## src/rtl/stat_pkg.sv

```systemverilog
// Shared constants for the status register unit.
// Assumes the bit layout (bank bits on top, reset causes in the middle,
// arithmetic flags at the bottom) is decoded by neighbouring logic.
package stat_pkg;
    localparam int STAT_W    = 8;
    localparam int FLAG_N    = 3;
    localparam int CAUSE_N   = 2;
    localparam int BANK_W    = STAT_W - FLAG_N - CAUSE_N;
    localparam int FLAG_LSB  = 0;
    localparam int CAUSE_LSB = FLAG_LSB + FLAG_N;
    localparam int BANK_LSB  = CAUSE_LSB + CAUSE_N;
    localparam int BIT_SLP   = CAUSE_LSB;      // sleep flag, active low
    localparam int BIT_WDT   = CAUSE_LSB + 1;  // watchdog flag, active low
    localparam int BIT_ZERO  = FLAG_LSB + 2;
    localparam logic [STAT_W-1:0] STAT_RST =
        STAT_W'((1 << BIT_SLP) | (1 << BIT_WDT));
endpackage

```

## src/rtl/stat_flag_merge.sv

```systemverilog
// Per-flag next-value select for the arithmetic flags.
// Assumes the enables come already decoded per flag; an enabled ALU
// update always wins over a direct write to the same bit.
module stat_flag_merge #(
    parameter int N = 3
) (
    input  logic         wr_en,
    input  logic [N-1:0] wr_bits,
    input  logic [N-1:0] upd_en,
    input  logic [N-1:0] upd_val,
    input  logic [N-1:0] cur,
    output logic [N-1:0] nxt
);
    for (genvar i = 0; i < N; i++) begin : g_flag
        // Pick the source for flag i: ALU, then write, then hold.
        always_comb begin
            if (upd_en[i])
                nxt[i] = upd_val[i];
            else if (wr_en)
                nxt[i] = wr_bits[i];
            else
                nxt[i] = cur[i];
        end
    end
endmodule

```

## src/rtl/stat_bank_merge.sv

```systemverilog
// Next-value select for the bank select field.
// Assumes only a direct write changes the field; ALU activity never does.
module stat_bank_merge #(
    parameter int W = 3
) (
    input  logic         wr_en,
    input  logic [W-1:0] wr_bits,
    input  logic [W-1:0] cur,
    output logic [W-1:0] nxt
);
    // Load on write, otherwise hold.
    always_comb begin
        nxt = wr_en ? wr_bits : cur;
    end
endmodule

```

## src/rtl/stat_cause_next.sv

```systemverilog
// Next-value logic for the two active-low reset-cause flags.
// Assumes reset (handled by the owner of the register) is the only way
// to set them; events only clear them and software writes never reach here.
module stat_cause_next (
    input  logic slp_n_cur,
    input  logic wdt_n_cur,
    input  logic sleep_evt,
    input  logic wdt_evt,
    output logic slp_n_nxt,
    output logic wdt_n_nxt
);
    // Clear-only update of each cause flag.
    always_comb begin
        slp_n_nxt = slp_n_cur & ~sleep_evt;
        wdt_n_nxt = wdt_n_cur & ~wdt_evt;
    end
endmodule

```

## src/rtl/stat_reg_unit.sv

```systemverilog
// Status register: merges a direct destination write with per-flag ALU
// updates and reset-cause events into one registered byte.
// Assumes decoded per-flag enables and single-cycle event pulses from outside.
module stat_reg_unit
    import stat_pkg::*;
(
    input  logic              clk,
    input  logic              rst_n,
    input  logic              wr_en,
    input  logic [STAT_W-1:0] wr_data,
    input  logic [FLAG_N-1:0] flag_upd_en,
    input  logic [FLAG_N-1:0] flag_upd_val,
    input  logic              sleep_evt,
    input  logic              wdt_evt,
    output logic [STAT_W-1:0] status_q
);
    logic [FLAG_N-1:0] flag_nxt;
    logic [BANK_W-1:0] bank_nxt;
    logic              slp_n_nxt;
    logic              wdt_n_nxt;
    logic [STAT_W-1:0] stat_nxt;

    stat_flag_merge #(.N(FLAG_N)) u_flags (
        .wr_en   (wr_en),
        .wr_bits (wr_data[FLAG_LSB +: FLAG_N]),
        .upd_en  (flag_upd_en),
        .upd_val (flag_upd_val),
        .cur     (status_q[FLAG_LSB +: FLAG_N]),
        .nxt     (flag_nxt)
    );

    stat_bank_merge #(.W(BANK_W)) u_bank (
        .wr_en   (wr_en),
        .wr_bits (wr_data[BANK_LSB +: BANK_W]),
        .cur     (status_q[BANK_LSB +: BANK_W]),
        .nxt     (bank_nxt)
    );

    stat_cause_next u_cause (
        .slp_n_cur (status_q[BIT_SLP]),
        .wdt_n_cur (status_q[BIT_WDT]),
        .sleep_evt (sleep_evt),
        .wdt_evt   (wdt_evt),
        .slp_n_nxt (slp_n_nxt),
        .wdt_n_nxt (wdt_n_nxt)
    );

    // Assemble the next word from the three field selectors.
    always_comb begin
        stat_nxt                         = '0;
        stat_nxt[FLAG_LSB +: FLAG_N]     = flag_nxt;
        stat_nxt[BANK_LSB +: BANK_W]     = bank_nxt;
        stat_nxt[BIT_SLP]                = slp_n_nxt;
        stat_nxt[BIT_WDT]                = wdt_n_nxt;
    end

    // The single status register with synchronous reset.
    always_ff @(posedge clk) begin
        if (!rst_n)
            status_q <= STAT_RST;
        else
            status_q <= stat_nxt;
    end

    // reset value
    p_reset_value_r1: assert property (@(posedge clk)
        !rst_n |=> status_q == STAT_RST);

    for (genvar i = 0; i < FLAG_N; i++) begin : g_flag_chk
        // enabled ALU update wins for this flag
        p_alu_wins_r3: assert property (@(posedge clk) disable iff (!rst_n)
            flag_upd_en[i] |=> status_q[FLAG_LSB+i] == $past(flag_upd_val[i]));
        // unaffected flag follows the write
        p_write_flag_r2: assert property (@(posedge clk) disable iff (!rst_n)
            (wr_en && !flag_upd_en[i]) |=> status_q[FLAG_LSB+i] == $past(wr_data[FLAG_LSB+i]));
        // no source means hold
        p_flag_hold_r4: assert property (@(posedge clk) disable iff (!rst_n)
            (!wr_en && !flag_upd_en[i]) |=> $stable(status_q[FLAG_LSB+i]));
    end

    // a written 1 cannot revive a cleared cause flag
    p_cause_nowrite_r5: assert property (@(posedge clk) disable iff (!rst_n)
        (wr_en && wr_data[BIT_SLP] && !status_q[BIT_SLP]) |=> !status_q[BIT_SLP]);
    p_wdt_nowrite_r5: assert property (@(posedge clk) disable iff (!rst_n)
        (wr_en && wr_data[BIT_WDT] && !status_q[BIT_WDT]) |=> !status_q[BIT_WDT]);
    // without events the cause bits do not move
    p_cause_stable_r5: assert property (@(posedge clk) disable iff (!rst_n)
        (!sleep_evt && !wdt_evt) |=> $stable(status_q[BIT_WDT:BIT_SLP]));
    // events clear their flag
    p_sleep_clr_r6: assert property (@(posedge clk) disable iff (!rst_n)
        sleep_evt |=> !status_q[BIT_SLP]);
    p_wdt_clr_r6: assert property (@(posedge clk) disable iff (!rst_n)
        wdt_evt |=> !status_q[BIT_WDT]);
    // bank bits hold without a write
    p_bank_hold_r8: assert property (@(posedge clk) disable iff (!rst_n)
        !wr_en |=> $stable(status_q[BANK_LSB +: BANK_W]));
endmodule

```

## config.mk

```make
export PLATFORM = sky130hd
export DESIGN_NAME = stat_reg_unit
export DESIGN_NICKNAME = d
export VERILOG_FILES = /design/src/rtl/stat_pkg.sv /design/src/rtl/stat_flag_merge.sv /design/src/rtl/stat_bank_merge.sv /design/src/rtl/stat_cause_next.sv /design/src/rtl/stat_reg_unit.sv
export SDC_FILE = /design/constraint.sdc
export NUM_CORES = 1
export LEC_CHECK = 0
export BUFFER_PORTS_ARGS = -buffer_cell sky130_fd_sc_hd__buf_2
export CAP_MARGIN = 5
export CORE_AREA = 2 2 39 41
export DETAILED_ROUTE_END_ITERATION = 8
export DIE_AREA = 0 0 41 43
export GPL_ROUTABILITY_DRIVEN = 1
export GPL_TIMING_DRIVEN = 0
export HOLD_SLACK_MARGIN = 0.02
export MAX_ROUTING_LAYER = met4
export PLACE_DENSITY = 0.56
export SLEW_MARGIN = 20
export SYNTH_ARGS = -nofsm -noshare
export SYNTH_HDL_FRONTEND = slang
export SYNTH_HIERARCHICAL = 1
export SYNTH_SLANG_ARGS = --single-unit
export TNS_END_PERCENT = 10
```

## constraint.sdc

```tcl
create_clock -name clk -period 1 [get_ports clk]
set_input_delay 0.05 -clock clk [delete_from_list [all_inputs] [get_ports clk]]
set_output_delay 0.05 -clock clk [all_outputs]
set_load 0.005 [all_outputs]
```

==> results of run 1 <==
==> stage by stage <==
| step | std cells | worst slack (ps) | util [%] |
|---|---|---|---|
| 6_report | 73 | 203.8 | 35.44 |
| 5_1_grt | 73 | 164.3 | 35.44 |
| 4_1_cts | 73 | 200.0 | 35.44 |
| 3_5_place_dp | 70 | 160.3 | 33.82 |
| 3_3_place_gp | 70 | 166.9 | 33.82 |
| 2_1_floorplan | 30 | 205.7 | - |
==> cells by family after synthesis <==
family             count (synthesis)  share of synthesized area, %
AOI/OAI and AO/OA                  3                         4.579
DFF                                8                         48.85
muxes                              6                         19.47
and+or+nand+nor                   13                         27.10
==> final cells by class <==
| cell class | count | share of cell area (%) |
|---|---|---|
| sequential | 8 | 32.65 |
| clock buffer | 3 | 4.592 |
| multi-input combinational | 22 | 34.18 |
| tap | 16 | 4.082 |
| timing repair buffer | 24 | 24.49 |
==> critical path, cell delays in order (launching register included) <==
cell     delay [ps]
dfxtp_1         300
mux2_2          240
and2_1          150
==> path summary, 6_finish.rpt <==
kind	endpoint	slack [ps]	from
hold reg to reg	status_q[3]	560	status_q[3]
setup / recovery	status_q[7]	200	status_q[7]
hold / removal	status_q[3]	40	rst_n
setup reg to reg	status_q[7]	200	status_q[7]
==> power by group <==
part	internal [mW]	total, mW	switching (mW)
sequential	0.340	0.349	0.00868
combinational	0.0710	0.110	0.0395
clock	0.137	0.242	0.105
==> cells in the final DEF (no fill, tap or decap) <==
cell,Yosys,layout
clkbuf_4,0,3
nand2_1,3,3
and2_1,6,6
nand2b_1,2,2
dfxtp_1,8,8
mux2i_1,3,3
buf_2,0,24
mux2_2,3,3
o21ai_1,3,3
nor2b_4,2,2
==> layer usage <==
layer	share of wire (%)	GRT usage [%]	vias to the layer above	wire, um
met1	41	7.143	128	265
met3	13	4.712	0	86
li1	-	-	154	-
met2	45	11.25	17	286
met5	0	-	-	0
met4	0	8.000	0	0
==> Flow_metrics.wiki, run 1 <==
{| class="wikitable"
! Metric !! Value
|-
| Outcome || completed
|-
| Nets || 78
|-
| Gates resized, CTS repair || 0
|-
| Synth-to-layout area growth || 49.62%
|-
| Antenna-violating nets left || 0
|-
| Transition time of the tightest slew-check pin || 119.6 ps
|-
| Count of different cell masters after synthesis || 8
|-
| Setup TNS after final layout || 0 ps
|-
| Number of vias after detailed routing || 299
|-
| Initial antenna violation count || 0
|-
| DIE HEIGHT || 43 um
|-
| Flip-flop and latch count after synthesis || 8
|-
| Regs by FF count || status_q (8)
|-
| Count of clock tree sinks || 8
|-
| Total wire length after detailed routing || 639 um
|-
| IO Port Bufs || 24
|-
| Min Clock Period, post-route || 796.2 ps
|-
| H-tree levels || 1
|-
| Hold_ws || 44.70 ps
|-
| Ys Warns || 6
|-
| Clock tree from TritonCTS || yes
|-
| Data arrival time at the worst-slack endpoint || 940 ps
|-
| Hold buffers post-CTS || 0
|-
| Starting utilization of the core area || 23.69%
|-
| Number of setup buffers added after CTS || 0
|-
| Clk pin slew, worst setup/hold paths || 50 ps
|-
| Total of fill cells in the finished design || 156
|-
| Die boundary width || 41 um
|-
| Via count of the first global-routing pass || 234
|-
| Number of flops mapped to enable cells by yosys || 0
|-
| Via/cell ratio || 4.096
|-
| Rows || 14
|-
| Maximum number of pins on one net before global-route repair || 9
|-
| Static leakage || 0.2611 nW
|-
| Cell types occupying the most area after synthesis || dfxtp_1 49%, and2_1 11%, mux2_2 10%, mux2i_1 9.2%, nor2b_4 8.4%
|-
| Std-Cell Core Area || 0.001384 mm2
|-
| Crit path required time || 1150 ps
|-
| Sequential cell area || 160.2 um2
|-
| Final setup violating endpoints || 0
|-
| Placer Congestion || 0.5361
|-
| Most common library cells after synthesis || 8 x dfxtp_1, 6 x and2_1
|-
| Number of inserted diodes || 0
|-
| DRC violation total after the first TritonRoute iteration || 0
|-
| Post-synthesis sequential area ratio || 48.85%
|-
| Crit path kind || flop to flop
|-
| Post-detailed-route DRC marker count || 0
|-
| I/O pins || 27
|-
| Max FFs per register || 8
|-
| Syn_nets || 49
|-
| Number of cells traversed by the worst register-to-register path || 2
|-
| Max Clk Rate || 1256 MHz
|-
| Root Driver || clkbuf_4
|-
| Slew headroom || 91.80%
|-
| Total placed instance area || 467.9 um2
|-
| Post-route clock period utilization || 79.62%
|-
| First-pass GRT wire length || 876 um
|-
| Number of cells on the worst hold path || 2
|-
| Most used flip-flop cell after synthesis || dfxtp_1
|-
| Mean instance size in the synthesized netlist || 10.93 um2
|-
| PwrDens || 1430 mW/mm2
|-
| Post-Synthesis Cells || 30
|-
| Post-route design area || 490.5 um2
|-
| Final clock skew || 0 ps
|-
| Cell type with the largest total area after synthesis || dfxtp_1
|-
| Synth top area share || 48.85%
|-
| Area of the multi-input gates || 167.7 um2
|-
| Die area || 0.001763 mm2
|-
| Type of the tightest min-delay check || primary input to flop
|-
| Proportion of layout cells with a drive suffix above 1 || 56.14%
|-
| Global route total overflow || 0
|-
| Routed WL per cell || 8.753 um
|-
| Detailed placer's ending HPWL || 510.9 um
|-
| Total design power || 0.7012 mW
|-
| Syn Std Cell Area || 327.8 um2
|-
| Maximum clock insertion buffer count || 2
|-
| First-pass iteration count of the detailed router || 1
|-
| Number of max-slew violations in the final report || 0
|-
| All-Layer GR Usage || 8.153%
|-
| Critical-path maximum fanout || 2
|-
| Library cell with the highest instance count after synthesis || dfxtp_1
|-
| Clock latency of the later-clocked register in the worst-skew pair || 250 ps
|-
| Nature of the critical path endpoint || flop
|-
| Number of violations of the max-capacitance limit || 0
|-
| Setup repair after global routing missed its margin || no
|-
| Number of buffers created by CTS || 3
|-
| Register bank with the most flops || status_q
|-
| Peak supply drop || 0.5162 mV
|-
| Fraction of registers with async set/reset || 0%
|-
| Number of hold-slack violations in the final timing report || 0
|-
| Category of the worst setup path launch point || flop
|}
Note: power is estimated with default switching activity, not from simulation.
==> run 2, diff against run 1 <==
Clock period 1 ns to 0.8 ns, I/O delays scaled along.
==> run 2 against run 1 <==
Against the previous run:
- largest power group unchanged
- fmax shrank 1.4%
- cell count unchanged
- largest cell class unchanged
- the run now ends with setup timing left
- power is 25% higher
==> Flow_metrics.wiki, run 2 (synthesized netlist as in run 1, its figures left out) <==
{| class="wikitable"
! Metric !! Value
|-
| All-Layer GR Usage || 8.256%
|-
| Post-detailed-route DRC marker count || 0
|-
| Maximum clock insertion buffer count || 2
|-
| Regs by FF count || status_q (8)
|-
| Slew headroom || 91.67%
|-
| Number of violations of the max-capacitance limit || 0
|-
| Min Clock Period, post-route || 807.5 ps
|-
| Die area || 0.001763 mm2
|-
| R2R setup slack || -7 ps
|-
| H-tree levels || 1
|-
| PwrDens || 1775 mW/mm2
|-
| Outcome || finished with violations
|-
| Number of hold-slack violations in the final timing report || 0
|-
| Count of clock tree sinks || 8
|-
| Setup TNS after final layout || -7.470 ps
|-
| Crit path required time || 950 ps
|-
| Data arrival time at the worst-slack endpoint || 950 ps
|-
| IO Port Bufs || 24
|-
| DRC violation total after the first TritonRoute iteration || 0
|-
| First-pass GRT wire length || 876 um
|-
| Worst setup margin || -7.470 ps
|-
| Clk pin slew, worst setup/hold paths || 50 ps
|-
| Via count of the first global-routing pass || 233
|-
| Most frequent standard cell in the layout excluding fill and tap cells || buf_2
|-
| Commonest cells after routing, fill and taps aside || 24 x buf_2, 6 x dfxtp_1, 5 x and2_1
|-
| Nets || 78
|-
| Final clock skew || 0 ps
|-
| Transition time of the tightest slew-check pin || 121.5 ps
|-
| Placer Congestion || 0.5361
|-
| Critical-path maximum fanout || 2
|-
| Antenna-violating nets left || 0
|-
| Synth-to-layout area growth || 51.15%
|-
| Final setup violating endpoints || 1
|-
| Number of max-slew violations in the final report || 0
|-
| Nature of the critical path endpoint || flop
|-
| Register bank with the most flops || status_q
|-
| Starting utilization of the core area || 23.69%
|-
| Total of fill cells in the finished design || 153
|-
| First-pass iteration count of the detailed router || 1
|-
| Number of inserted diodes || 0
|-
| Maximum number of pins on one net before global-route repair || 9
|-
| Global route total overflow || 0
|-
| Die boundary width || 41 um
|-
| Post-route clock period utilization || 100.9%
|-
| Proportion of layout cells with a drive suffix above 1 || 61.40%
|-
| DIE HEIGHT || 43 um
|-
| Number of buffers created by CTS || 3
|-
| Routed WL per cell || 8.808 um
|-
| Max Clk Rate || 1238 MHz
|-
| I/O pins || 27
|-
| Crit path kind || flop to flop
|-
| Initial antenna violation count || 0
|-
| Clock tree from TritonCTS || yes
|-
| Std-Cell Core Area || 0.001384 mm2
|-
| Static leakage || 0.2635 nW
|-
| Category of the worst setup path launch point || flop
|-
| Detailed placer's ending HPWL || 510.9 um
|-
| Rows || 14
|-
| Clock latency of the later-clocked register in the worst-skew pair || 250 ps
|-
| Violations in the final reports || setup timing
|-
| Total wire length after detailed routing || 643 um
|-
| Type of the tightest min-delay check || primary input to flop
|-
| Peak supply drop || 0.6446 mV
|-
| Root Driver || clkbuf_4
|-
| Number of vias after detailed routing || 296
|-
| Via/cell ratio || 4.055
|-
| Max FFs per register || 8
|-
| Setup repair after global routing missed its margin || yes
|-
| Hold buffers post-CTS || 0
|-
| Total design power || 0.8794 mW
|}
run 2: cell count changes in the layout (fill, tap and decap cells not counted):
| cell | previous run | this run |
|---|---|---|
| dfxtp_1 | 8 | 6 |
| dfxtp_2 | 0 | 2 |
| and2_1 | 6 | 5 |
| and2_4 | 0 | 1 |
run 2: layout make-up:
cell class | instances | area (um2) | share of cell area, %
repair buffers | 24 | 120.1 | 24.24
multi-input cells | 22 | 170.2 | 34.34
flip-flops and latches | 8 | 162.7 | 32.83
well taps | 16 | 20.02 | 4.040
clock buffers | 3 | 22.52 | 4.545
run 2: what timing repair did:
item / in CTS / in global routing
pin swaps: 1 / 1
setup endpoints to repair: 1 / 3
buffers inserted: 0 / 0
endpoints found under the hold margin: 0 / 0
gates resized for setup: 1 / 2
run 2: power by group:
part           leakage (nW)  internal, mW  switching (mW)
combinational         0.183        0.0910          0.0496
clock                0.0138         0.171           0.130
sequential           0.0671         0.426          0.0109
run 2: stage by stage:
stage               utilization, %  cell area, um2  hold slack [ps]  cells  worst slack, ps
finish                       35.80           495.5            35.34     73           -7.470
global route                 35.80           495.5            41.19     73           -41.36
global placement             33.82           467.9            293.1     70           -23.15
floorplan                        -           327.8            113.0     30            5.685
CTS                          35.53           491.7            28.78     73            1.131
detailed placement           33.82           467.9            297.0     70           -29.68
run 2: layer usage:
layer  up-vias  wire length [um]  global-route usage, %
li1        154                 -                      -
met1       125               260                  7.143
met2        17               296                  11.56
met3         0                86                  4.712
met4         0                 0                  8.000
met5         -                 0                      -
run 2: critical path, stage by stage, from the launching register on:
cell and delay, ps:
dfxtp_2 310, mux2_2 250, and2_4 150
run 2: path summary, 6_finish.rpt:
check | start | end | cells past startpoint
min | rst_n | status_q[3] | 2
min reg2reg | status_q[3] | status_q[3] | 2
max | status_q[5] | status_q[5] | 2
max reg2reg | status_q[5] | status_q[5] | 2
==> run 3, diff against run 2 <==
Settings changed: PLACE_DENSITY 0.56 to unset.
==> run 3 against run 2 <==
Against the previous run:
- the flow now finishes without violations
- fmax is 2.1% higher
- worst hold slack better by 3.5 ps
- via count is 1.0% higher
- sequential power hardly changed
- final area stayed put
- clock power hardly changed
- combinational power hardly changed
- critical path type unchanged
==> Flow_metrics.wiki, run 3 (synthesized netlist as in run 1, its figures left out) <==
{| class="wikitable"
! Metric !! Value
|-
| Detailed placer's ending HPWL || 520.2 um
|-
| Type of the tightest min-delay check || primary input to flop
|-
| Max FFs per register || 8
|-
| Crit path kind || flop to flop
|-
| Maximum number of pins on one net before global-route repair || 9
|-
| Nets || 78
|-
| Category of the worst setup path launch point || flop
|-
| Max Clk Rate || 1264 MHz
|-
| Total of fill cells in the finished design || 156
|-
| Placer Congestion || 0.5213
|-
| Clock latency of the later-clocked register in the worst-skew pair || 250 ps
|-
| Starting utilization of the core area || 23.69%
|-
| Initial antenna violation count || 0
|-
| Routed WL per cell || 8.699 um
|-
| Area of the multi-input gates || 170.2 um2
|-
| Total wire length after detailed routing || 635 um
|-
| Peak supply drop || 0.6782 mV
|-
| Post-route clock period utilization || 98.86%
|-
| Number of max-slew violations in the final report || 0
|-
| Number of inserted diodes || 0
|-
| Crit path required time || 940 ps
|-
| First-pass iteration count of the detailed router || 2
|-
| Clock tree from TritonCTS || yes
|-
| Total placed instance area || 467.9 um2
|-
| Outcome || completed
|-
| DIE HEIGHT || 43 um
|-
| Final setup violating endpoints || 0
|-
| Die boundary width || 41 um
|-
| Number of hold-slack violations in the final timing report || 0
|-
| DRC violation total after the first TritonRoute iteration || 1
|-
| IO Port Bufs || 24
|-
| Commonest cells after routing, fill and taps aside || 24 x buf_2, 6 x dfxtp_1, 5 x and2_1
|-
| Std-Cell Core Area || 0.001384 mm2
|-
| Final clock skew || 0 ps
|-
| Number of buffers created by CTS || 3
|-
| H-tree levels || 1
|-
| Count of clock tree sinks || 8
|-
| Global route total overflow || 0
|-
| End-of-flow core utilization || 35.80%
|-
| Via count of the first global-routing pass || 262
|-
| Static leakage || 0.2635 nW
|-
| PwrDens || 1778 mW/mm2
|-
| Proportion of layout cells with a drive suffix above 1 || 61.40%
|-
| Die area || 0.001763 mm2
|-
| Slew headroom || 90.28%
|-
| Number of violations of the max-capacitance limit || 0
|-
| Most frequent standard cell in the layout excluding fill and tap cells || buf_2
|-
| Register bank with the most flops || status_q
|-
| I/O pins || 27
|-
| Regs by FF count || status_q (8)
|-
| Root Driver || clkbuf_4
|-
| Critical-path maximum fanout || 2
|-
| Post-route design area || 495.5 um2
|-
| Nature of the critical path endpoint || flop
|-
| Post-detailed-route DRC marker count || 0
|-
| Hold buffers post-CTS || 0
|-
| Synth-to-layout area growth || 51.15%
|-
| Maximum clock insertion buffer count || 2
|-
| Rows || 14
|-
| Antenna-violating nets left || 0
|-
| Min Clock Period, post-route || 790.9 ps
|-
| Data arrival time at the worst-slack endpoint || 930 ps
|-
| Setup repair after global routing missed its margin || yes
|-
| All-Layer GR Usage || 8.969%
|-
| Total design power || 0.8809 mW
|-
| First-pass GRT wire length || 966 um
|-
| Clk pin slew, worst setup/hold paths || 50 ps
|-
| Transition time of the tightest slew-check pin || 141.8 ps
|-
| Via/cell ratio || 4.096
|-
| Sequential cell area || 162.7 um2
|-
| Number of vias after detailed routing || 299
|}
run 3: cell counts in the layout (fill, tap and decap cells not counted):
No cell type changed its count.
run 3: critical path, cell delays in order, from the launching register on:
cell     delay [ps]
dfxtp_2         310
mux2_2          250
and2_4          130
run 3: path summary, 6_finish.rpt:
check | slack, ps | cells after the start | endpoint | start
setup reg to reg | 9 | 2 | status_q[7] | status_q[7]
hold / removal | 40 | 2 | status_q[4] | rst_n
setup / recovery | 9 | 2 | status_q[7] | status_q[7]
hold reg to reg | 560 | 2 | status_q[3] | status_q[3]
run 3: repair_timing:
| item | in CTS | in global routing |
|---|---|---|
| resized for setup | 1 | 2 |
| buffers inserted | 0 | 0 |
| pin swaps | 1 | 1 |
| setup endpoints to repair | 1 | 3 |
run 3: area by class of cell:
| cell class | instances | area share [%] |
|---|---|---|
| multi-input combinational | 22 | 34.34 |
| sequential | 8 | 32.83 |
| timing repair buffer | 24 | 24.24 |
| clock buffer | 3 | 4.545 |
| tap | 16 | 4.040 |
run 3: routing by layer:
layer	GRT usage (%)	part of all wire, %	vias up
met5	-	0	-
met4	8.000	0	0
met3	3.141	12	0
met2	12.19	44	15
met1	9.709	43	131
li1	-	-	153
run 3: stage by stage:
| stage | std cells | TNS (ps) | hold slack, ps | setup WS, ps |
|---|---|---|---|---|
| global placement | 70 | -62.49 | 292.7 | -26.52 |
| global route | 73 | -19.67 | 39.55 | -12.60 |
| floorplan | 30 | 0 | 113.0 | 5.685 |
| detailed placement | 70 | -74.22 | 295.9 | -31.32 |
| CTS | 73 | 0 | 32.30 | 4.233 |
| finish | 73 | 0 | 38.82 | 9.130 |
run 3: power breakdown:
part	total [mW]	switching (mW)	internal (mW)
registers	0.436	0.0100	0.426
clock network	0.304	0.132	0.171
logic	0.141	0.0504	0.0909
